==> src/rtl/uart_trig_pkg.sv <==
package uart_trig_pkg;
  localparam int unsigned THR_BITS = 7;
  localparam int unsigned RX_IDX   = 0;
  localparam int unsigned TX_IDX   = 1;
  localparam logic [1:0]  RX_PRIO  = 2'd2;
  localparam logic [1:0]  TX_PRIO  = 2'd3;

  // Fixed receive trigger table used in legacy mode
  function automatic logic [THR_BITS-1:0] legacy_rx_thr(input logic [1:0] sel);
    case (sel)
      2'd0:    return THR_BITS'(1);
      2'd1:    return THR_BITS'(32);
      2'd2:    return THR_BITS'(64);
      default: return THR_BITS'(112);
    endcase
  endfunction

  // Fixed transmit trigger table used in legacy mode
  function automatic logic [THR_BITS-1:0] legacy_tx_thr(input logic [1:0] sel);
    case (sel)
      2'd0:    return THR_BITS'(16);
      2'd1:    return THR_BITS'(32);
      2'd2:    return THR_BITS'(64);
      default: return THR_BITS'(112);
    endcase
  endfunction
endpackage

==> src/rtl/trig_thr_regs.sv <==
module trig_thr_regs #(
  parameter int unsigned THR_W     = 7,
  parameter int unsigned NUM_THR   = 2,
  parameter int unsigned RESET_VAL = 1,
  localparam int unsigned ADDR_W   = (NUM_THR > 1) ? $clog2(NUM_THR) : 1
) (
  input  logic                            clk,
  input  logic                            rst,
  input  logic                            we,
  input  logic [ADDR_W-1:0]               addr,
  input  logic [THR_W-1:0]                wdata,
  output logic [NUM_THR-1:0][THR_W-1:0]   thr_q
);
  for (genvar g = 0; g < NUM_THR; g++) begin : g_thr
    always_ff @(posedge clk) begin
      if (rst)
        thr_q[g] <= THR_W'(RESET_VAL);
      else if (we && addr == ADDR_W'(g))
        thr_q[g] <= wdata;
    end
  end
endmodule

==> src/rtl/trig_rx_cmp.sv <==
module trig_rx_cmp
  import uart_trig_pkg::*;
#(
  parameter int unsigned LVL_W = 8,
  parameter int unsigned THR_W = 7
) (
  input  logic             enh_en,
  input  logic [THR_W-1:0] prog_thr,
  input  logic [1:0]       legacy_sel,
  input  logic             ie,
  input  logic [LVL_W-1:0] level,
  output logic             irq
);
  logic [THR_W-1:0] eff_thr;

  always_comb begin
    eff_thr = enh_en ? prog_thr : THR_W'(legacy_rx_thr(legacy_sel));
    irq     = ie && (level >= LVL_W'(eff_thr));
  end
endmodule

==> src/rtl/trig_tx_cmp.sv <==
module trig_tx_cmp
  import uart_trig_pkg::*;
#(
  parameter int unsigned LVL_W = 8,
  parameter int unsigned THR_W = 7
) (
  input  logic             enh_en,
  input  logic [THR_W-1:0] prog_thr,
  input  logic [1:0]       legacy_sel,
  input  logic             ie,
  input  logic [LVL_W-1:0] level,
  input  logic             tsr_empty,
  input  logic             line_idle,
  output logic             irq
);
  logic [THR_W-1:0] eff_thr;
  logic             drained;
  logic             drain_mode;

  always_comb begin
    eff_thr    = enh_en ? prog_thr : THR_W'(legacy_tx_thr(legacy_sel));
    drained    = (level == '0) && tsr_empty && line_idle;
    drain_mode = enh_en && (prog_thr == '0);
    if (drain_mode)
      irq = ie && drained;
    else
      irq = ie && (level < LVL_W'(eff_thr));
  end
endmodule

==> src/rtl/uart_fifo_irq_trig.sv <==
module uart_fifo_irq_trig
  import uart_trig_pkg::*;
#(
  parameter int unsigned FIFO_DEPTH = 128,
  parameter int unsigned THR_W      = 7,
  localparam int unsigned LVL_W     = $clog2(FIFO_DEPTH + 1)
) (
  input  logic             clk,
  input  logic             rst,
  input  logic             reg_we,
  input  logic             reg_addr,
  input  logic [THR_W-1:0] reg_wdata,
  input  logic             enh_en,
  input  logic [1:0]       rx_lvl_sel,
  input  logic [1:0]       tx_lvl_sel,
  input  logic             rx_ie,
  input  logic             tx_ie,
  input  logic [LVL_W-1:0] rx_level,
  input  logic [LVL_W-1:0] tx_level,
  input  logic             tsr_empty,
  input  logic             line_idle,
  output logic             rx_irq,
  output logic             tx_irq,
  output logic [1:0]       rx_prio,
  output logic [1:0]       tx_prio
);
  localparam int unsigned NUM_THR = 2;

  logic [NUM_THR-1:0][THR_W-1:0] thr_q;
  logic [THR_W-1:0]              rx_thr_q;
  logic [THR_W-1:0]              tx_thr_q;

  trig_thr_regs #(.THR_W(THR_W), .NUM_THR(NUM_THR), .RESET_VAL(1)) regs_i (
    .clk   (clk),
    .rst   (rst),
    .we    (reg_we),
    .addr  (reg_addr),
    .wdata (reg_wdata),
    .thr_q (thr_q)
  );

  assign rx_thr_q = thr_q[RX_IDX];
  assign tx_thr_q = thr_q[TX_IDX];

  trig_rx_cmp #(.LVL_W(LVL_W), .THR_W(THR_W)) rx_cmp_i (
    .enh_en     (enh_en),
    .prog_thr   (rx_thr_q),
    .legacy_sel (rx_lvl_sel),
    .ie         (rx_ie),
    .level      (rx_level),
    .irq        (rx_irq)
  );

  trig_tx_cmp #(.LVL_W(LVL_W), .THR_W(THR_W)) tx_cmp_i (
    .enh_en     (enh_en),
    .prog_thr   (tx_thr_q),
    .legacy_sel (tx_lvl_sel),
    .ie         (tx_ie),
    .level      (tx_level),
    .tsr_empty  (tsr_empty),
    .line_idle  (line_idle),
    .irq        (tx_irq)
  );

  assign rx_prio = rx_irq ? RX_PRIO : 2'd0;
  assign tx_prio = tx_irq ? TX_PRIO : 2'd0;
endmodule

==> config.mk <==
export PLATFORM = sky130hd
export DESIGN_NAME = uart_fifo_irq_trig
export DESIGN_NICKNAME = d
export VERILOG_FILES = /design/src/rtl/uart_trig_pkg.sv /design/src/rtl/trig_thr_regs.sv /design/src/rtl/trig_rx_cmp.sv /design/src/rtl/trig_tx_cmp.sv /design/src/rtl/uart_fifo_irq_trig.sv
export SDC_FILE = /design/constraint.sdc
export NUM_CORES = 1
export LEC_CHECK = 0
export BUFFER_PORTS_ARGS = -buffer_cell sky130_fd_sc_hd__buf_4
export CAP_MARGIN = 20
export CORE_UTILIZATION = 45
export CTS_BUF_LIST = sky130_fd_sc_hd__clkbuf_4 sky130_fd_sc_hd__clkbuf_8 sky130_fd_sc_hd__clkbuf_16
export CTS_CLUSTER_SIZE = 24
export DETAILED_ROUTE_END_ITERATION = 10
export PLACE_DENSITY = 0.84
export SLEW_MARGIN = 20
export SYNTH_ARGS = -nofsm -noshare
export SYNTH_HDL_FRONTEND = slang
export SYNTH_SLANG_ARGS = --single-unit
==> constraint.sdc <==
create_clock -name clk -period 2.65 [get_ports clk]
set_input_delay 0.53 -clock clk [delete_from_list [all_inputs] [get_ports clk]]
set_output_delay 0.53 -clock clk [all_outputs]
set_load 0.05 [all_outputs]
Word-level counts from Yosys, hierarchy flattened
Cells that the tools add are included.
- $lt $le $gt $ge: 2
- equality and inequality tests: 4
- multiplexer cells: 7
- bitwise operators: 1
- reduce and logical (&&, ||, !) cells: 12
- operators with widths (kind ; number):
    7-bit one-hot mux with 3 select lines ; 2
    7-bit 2-to-1 mux ; 2
    8-bit by 7-bit >= comparator with 1-bit output ; 1
    1-bit logical AND ; 8
    8-bit zero test ; 1
    8-bit by 7-bit < comparator with 1-bit output ; 1
    7-bit zero test ; 1
    2-bit by 1-bit equality test with 1-bit output, second input constant ; 2
    2-bit equality test, second input constant ; 2
    2-bit zero test ; 2
    2-bit 2-to-1 mux ; 2
    1-bit 2-to-1 mux ; 1
    1-bit NOT ; 1
- flip-flop bits (word level): 14
- bits of input ports: 36
- logic and storage cells: 28

Logic depth before layout (Yosys ltp)
- depth in word-level cells: 7
- gate-level depth with buffers: 10
- depth with buffers taken out: 9

Hierarchy
From an unflattened synthesis, not the netlist that was laid out.
- cell total of the unflattened synthesis: 128
- area, all modules: 1156.1 um2
- modules (own cells, without submodules) (module ; times used ; cells each ; area an instance (um2) ; seq. area each (um2)):
    trig_thr_regs ; 1 ; 57 ; 598.1 ; 280.3
    trig_tx_cmp ; 1 ; 38 ; 305.3 ; 0.0
    trig_rx_cmp ; 1 ; 28 ; 219.0 ; 0.0
    uart_fifo_irq_trig ; 1 ; 5 ; 33.8 ; 0.0

Worst setup path before layout
Ideal clock, no wire load.
- path kind: in2out
- from: in enh_en
- to: out rx_prio[1]
- arrival time: 2699 ps
- data required time: 2120 ps
- path slack: -579 ps
- stages on the path: 9
- buffers on the path: 3
- cell sequence: buf_6 buf_2 a22oi_1 ha_1 a21oi_1 nor2b_1 o21ai_0 a31oi_1 buf_4
- longest elaborated chain between the ends: 4
- ends and longest elaborated chain (what ; line ; source):
    start, declared ; uart_fifo_irq_trig.sv:13 ; input logic enh_en,
    7-bit 2-to-1 mux ; trig_rx_cmp.sv:17 ; eff_thr = enh_en ? prog_thr : THR_W'(legacy_rx_thr(legacy_sel));
    8-bit by 7-bit >= comparator with 1-bit output ; trig_rx_cmp.sv:18 ; irq = ie && (level >= LVL_W'(eff_thr));
    1-bit logical AND ; trig_rx_cmp.sv:18 ;
    named net rx_irq ; uart_fifo_irq_trig.sv:22 ; output logic rx_irq,
    2-bit 2-to-1 mux ; uart_fifo_irq_trig.sv:65 ; assign rx_prio = rx_irq ? RX_PRIO : 2'd0;
    end, declared ; uart_fifo_irq_trig.sv:24 ; output logic [1:0] rx_prio,
The timed path passes the listed nets, and every way through them passes these cells.

Worst setup path after layout
- from: in enh_en
- to: out rx_prio[1]
- longest elaborated chain between the ends: 4
- ends and longest elaborated chain (what ; line):
    7-bit 2-to-1 mux ; trig_rx_cmp.sv:17
    8-bit by 7-bit >= comparator with 1-bit output ; trig_rx_cmp.sv:18
    1-bit logical AND ; trig_rx_cmp.sv:18
    2-bit 2-to-1 mux ; uart_fifo_irq_trig.sv:65
Every way passes these cells.

==> flow_metrics.env <==
export IMPL_yosysSeqAreaShare_pct=26.6
export IMPL_num_vias=1029
export IMPL_synth_area_um2=1050
export IMPL_r2r_end="regs_i.thr_q[11]$_SDFFE_PP0P_"
export IMPL_whs_path_depth=2
export IMPL_syn_num_nets=183
export IMPL_fin_nets=219
export IMPL_place_worst_setup_slack_ps=3.03
export IMPL_leakage_uw=0.000613
export IMPL_synthCells=132
export IMPL_p_switching_uw=165
export IMPL_core_um2=2210
export IMPL_numCtsBuffers=3
export IMPL_swShare_pct=31.6
export IMPL_die_area_um2=2540
export IMPL_grt_start_max_net_pins=19
export IMPL_die_h_um=50.4
export IMPL_p_int_uw=358
export IMPL_arrival_ps=1970
export IMPL_drive_gt1_share_pct=30.7
export IMPL_wl_per_cell_um=12.3
export IMPL_hpwlAfterDp_mm=2.07
export IMPL_setup_ws_ps=148
export IMPL_required_ps=2120
export IMPL_sequentialPowerShare_pct=43.6
export IMPL_synth_yosys_warnings=0
export IMPL_largest_register="regs_i.thr_q"
export IMPL_cts_max_path_buffers=2
export IMPL_post_drt_via_cell_ratio=5.30
export IMPL_fin_crit_ps=2500
export IMPL_synth_area_leader_cell="dfxtp_1"
export IMPL_fillers=204
export IMPL_cts_htree_levels=1
export IMPL_reg_top3="regs_i.thr_q (14)"
export IMPL_synth_top_cells_by_area="dfxtp_1 27%, ha_1 18%, nand2_1 11%, a21oi_1 8.5%, nand3_1 3.8%"
export IMPL_overflow=0
export IMPL_multi_input_area_um2=731
export IMPL_drc=0
export IMPL_vdd_ir_drop_max_v=0.000337
export IMPL_synth_top_area_share_pct=26.6
export IMPL_synth_distinct_cells=36
export IMPL_largest_reg_flops=14
export IMPL_drt_pass1_iterations=5
export IMPL_p_clk_share_pct=22.5
export IMPL_crit_type="input port to output port"
export IMPL_maxCapViolCount=0
export IMPL_diodes=0
export IMPL_clkSinkCount=14
export IMPL_endpoint_kind="output port"
export IMPL_drt_antenna_violating_nets=0
export IMPL_tritoncts="built"
export IMPL_mostFrequentLayoutCell="buf_4"
export IMPL_drv_slew=0
export IMPL_ios=42
export IMPL_hp_start="regs_i.thr_q[1]$_SDFFE_PP0P_"
export IMPL_worst_r2r_path_depth=2
export IMPL_drt_first_iter_violations=26
export IMPL_worstHoldPathType="register to register"
export IMPL_grt_usage_pct=20.8
export IMPL_clk_pin_slew_worst_paths_ps=80
export IMPL_row_count=17
export IMPL_hold_viol=0
export IMPL_r2r_start="regs_i.thr_q[11]$_SDFFE_PP0P_"
export IMPL_fin_setup_tns_ps=0
export IMPL_wl_mm=2.39
export IMPL_gp_congestion=0.832
export IMPL_status="finished clean"
export IMPL_grt_pass1_vias=1045
export IMPL_rsz0062_at_grt="true"
export IMPL_cp_start_kind="input port"
export IMPL_p_comb_share_pct=33.9
export IMPL_layout_common_cells="40 x buf_4, 31 x nand2_1, 17 x a21oi_1, 15 x ha_1, 14 x dfxtp_1"
export IMPL_root_buffer="clkbuf_4"
export IMPL_register_area_um2=280
export IMPL_clk_insertion_delay_late_ps=270
export IMPL_whs_endpoint="regs_i.thr_q[1]$_SDFFE_PP0P_"
export IMPL_initial_utilization_pct=47.7
export IMPL_crit_fanout=18
export IMPL_fin_crit_sh_pct=94.4
export IMPL_setup_violations=0
export IMPL_antenna_found_initial=0
export IMPL_area_delta_synth_final_pct=30.8
export IMPL_ys_seq_elements=14
export IMPL_fmax_mhz=400
export IMPL_p_per_area_nw_per_um2=379
export IMPL_synth_area_per_cell_um2=7.99
export IMPL_skew_ps=0
export IMPL_rrSetupSlack_ps=1960
export IMPL_grt_pass1_wl_mm=4.13
export IMPL_io_buffers=40
export IMPL_die_w_um=50.4
## kinds of logic (layout without fill, tap and decap cells)
group / Yosys count / in the layout / synth area share, %
adders and majority gates: 15 / 15 / 17.8
AOI/OAI and AO/OA: 27 / 27 / 14.5
other: 1 / 1 / 0.356
DFF: 14 / 14 / 26.6
buffers and inverters: 12 / 46 / 7.59
muxes: 3 / 3 / 2.85
and+or+nand+nor: 60 / 60 / 30.4
## critical path: stages
cell,delay [ps]
buf_4,180
nor2b_1,160
a21oi_1,70
ha_1,300
nand2_1,50
nor2_1,80
nand4_1,180
a31oi_4,180
buf_4,220
## what timing repair did
action	CTS	global route
hold buffers	0	0
buffers inserted	0	0
setup endpoints to repair	0	5
gates resized for setup	0	3
## final cells by class
| class | count | share of cell area (%) |
|---|---|---|
| multi-input cells | 106 | 52.9 |
| repair buffers | 40 | 21.8 |
| inverters | 3 | 0.816 |
| flip-flops and latches | 14 | 20.3 |
| clock buffers | 3 | 1.63 |
| well taps | 28 | 2.54 |
## worst max-delay path by stage
stage,startpoint,to,slack (ps),cells after the start
after global placement,enh_en,rx_irq,120,9
after global routing,enh_en,rx_prio[1],-3,9
after floorplan,enh_en,rx_prio[1],-60,10
final,enh_en,rx_prio[1],150,9
after detailed placement,enh_en,rx_prio[1],3,9
after CTS,enh_en,rx_prio[1],9,9
## power groups by stage
| stage | sequential, uW | clock [uW] | combinational (uW) |
|---|---|---|---|
| 6_report | 228 | 118 | 177 |
| 3_5_place_dp | 233 | 0 | 175 |
| 5_1_grt | 229 | 126 | 198 |
| 4_1_cts | 228 | 118 | 176 |
| 3_3_place_gp | 233 | 0 | 166 |
| 2_1_floorplan | 231 | 0 | 113 |
## per-layer routing
metal  wire length, um  global-route usage [%]  share of wire, %
met4                15                    6.02              0.63
met2              1230                    37.8                51
met1              1050                    25.3                44
met5                 0                       0                 0
met3                98                    2.73               4.1
## Yosys cell counts
master	number
nand2_1	31
a21oi_1	18
ha_1	15
dfxtp_1	14
nand3_1	8
buf_4	5
nor2_1	4
inv_1	3
mux2i_1	3
nor2b_1	3
buf_6	2
o21ai_0	2
a211o_1	1
a21o_1	1
a22oi_1	1
a31oi_1	1
and3_1	1
buf_2	1
clkbuf_1	1
conb_1	1
nand2_2	1
nand2b_2	1
nand3b_1	1
nand4_1	1
nand4b_1	1
nand4bb_1	1
nor2b_4	1
nor3_1	1
nor3b_1	1
nor4_1	1
nor4b_1	1
nor4b_4	1
nor4bb_1	1
o2111ai_1	1
o22ai_1	1
o31ai_1	1
## metrics by stage
| stage | util (%) | hold slack (ps) | instances | area (um2) | power, uW |
|---|---|---|---|---|---|
| 2_1_floorplan | - | 431 | 132 | 1080 | 345 |
| 3_3_place_gp | 61.0 | 447 | 191 | 1350 | 398 |
| 3_5_place_dp | 61.0 | 458 | 191 | 1350 | 408 |
| 4_1_cts | 62.0 | 463 | 194 | 1370 | 522 |
| 5_1_grt | 62.4 | 476 | 194 | 1380 | 553 |
| 6_report | 62.4 | 467 | 194 | 1380 | 523 |
No activity file was read; power rests on OpenSTA's default activity.
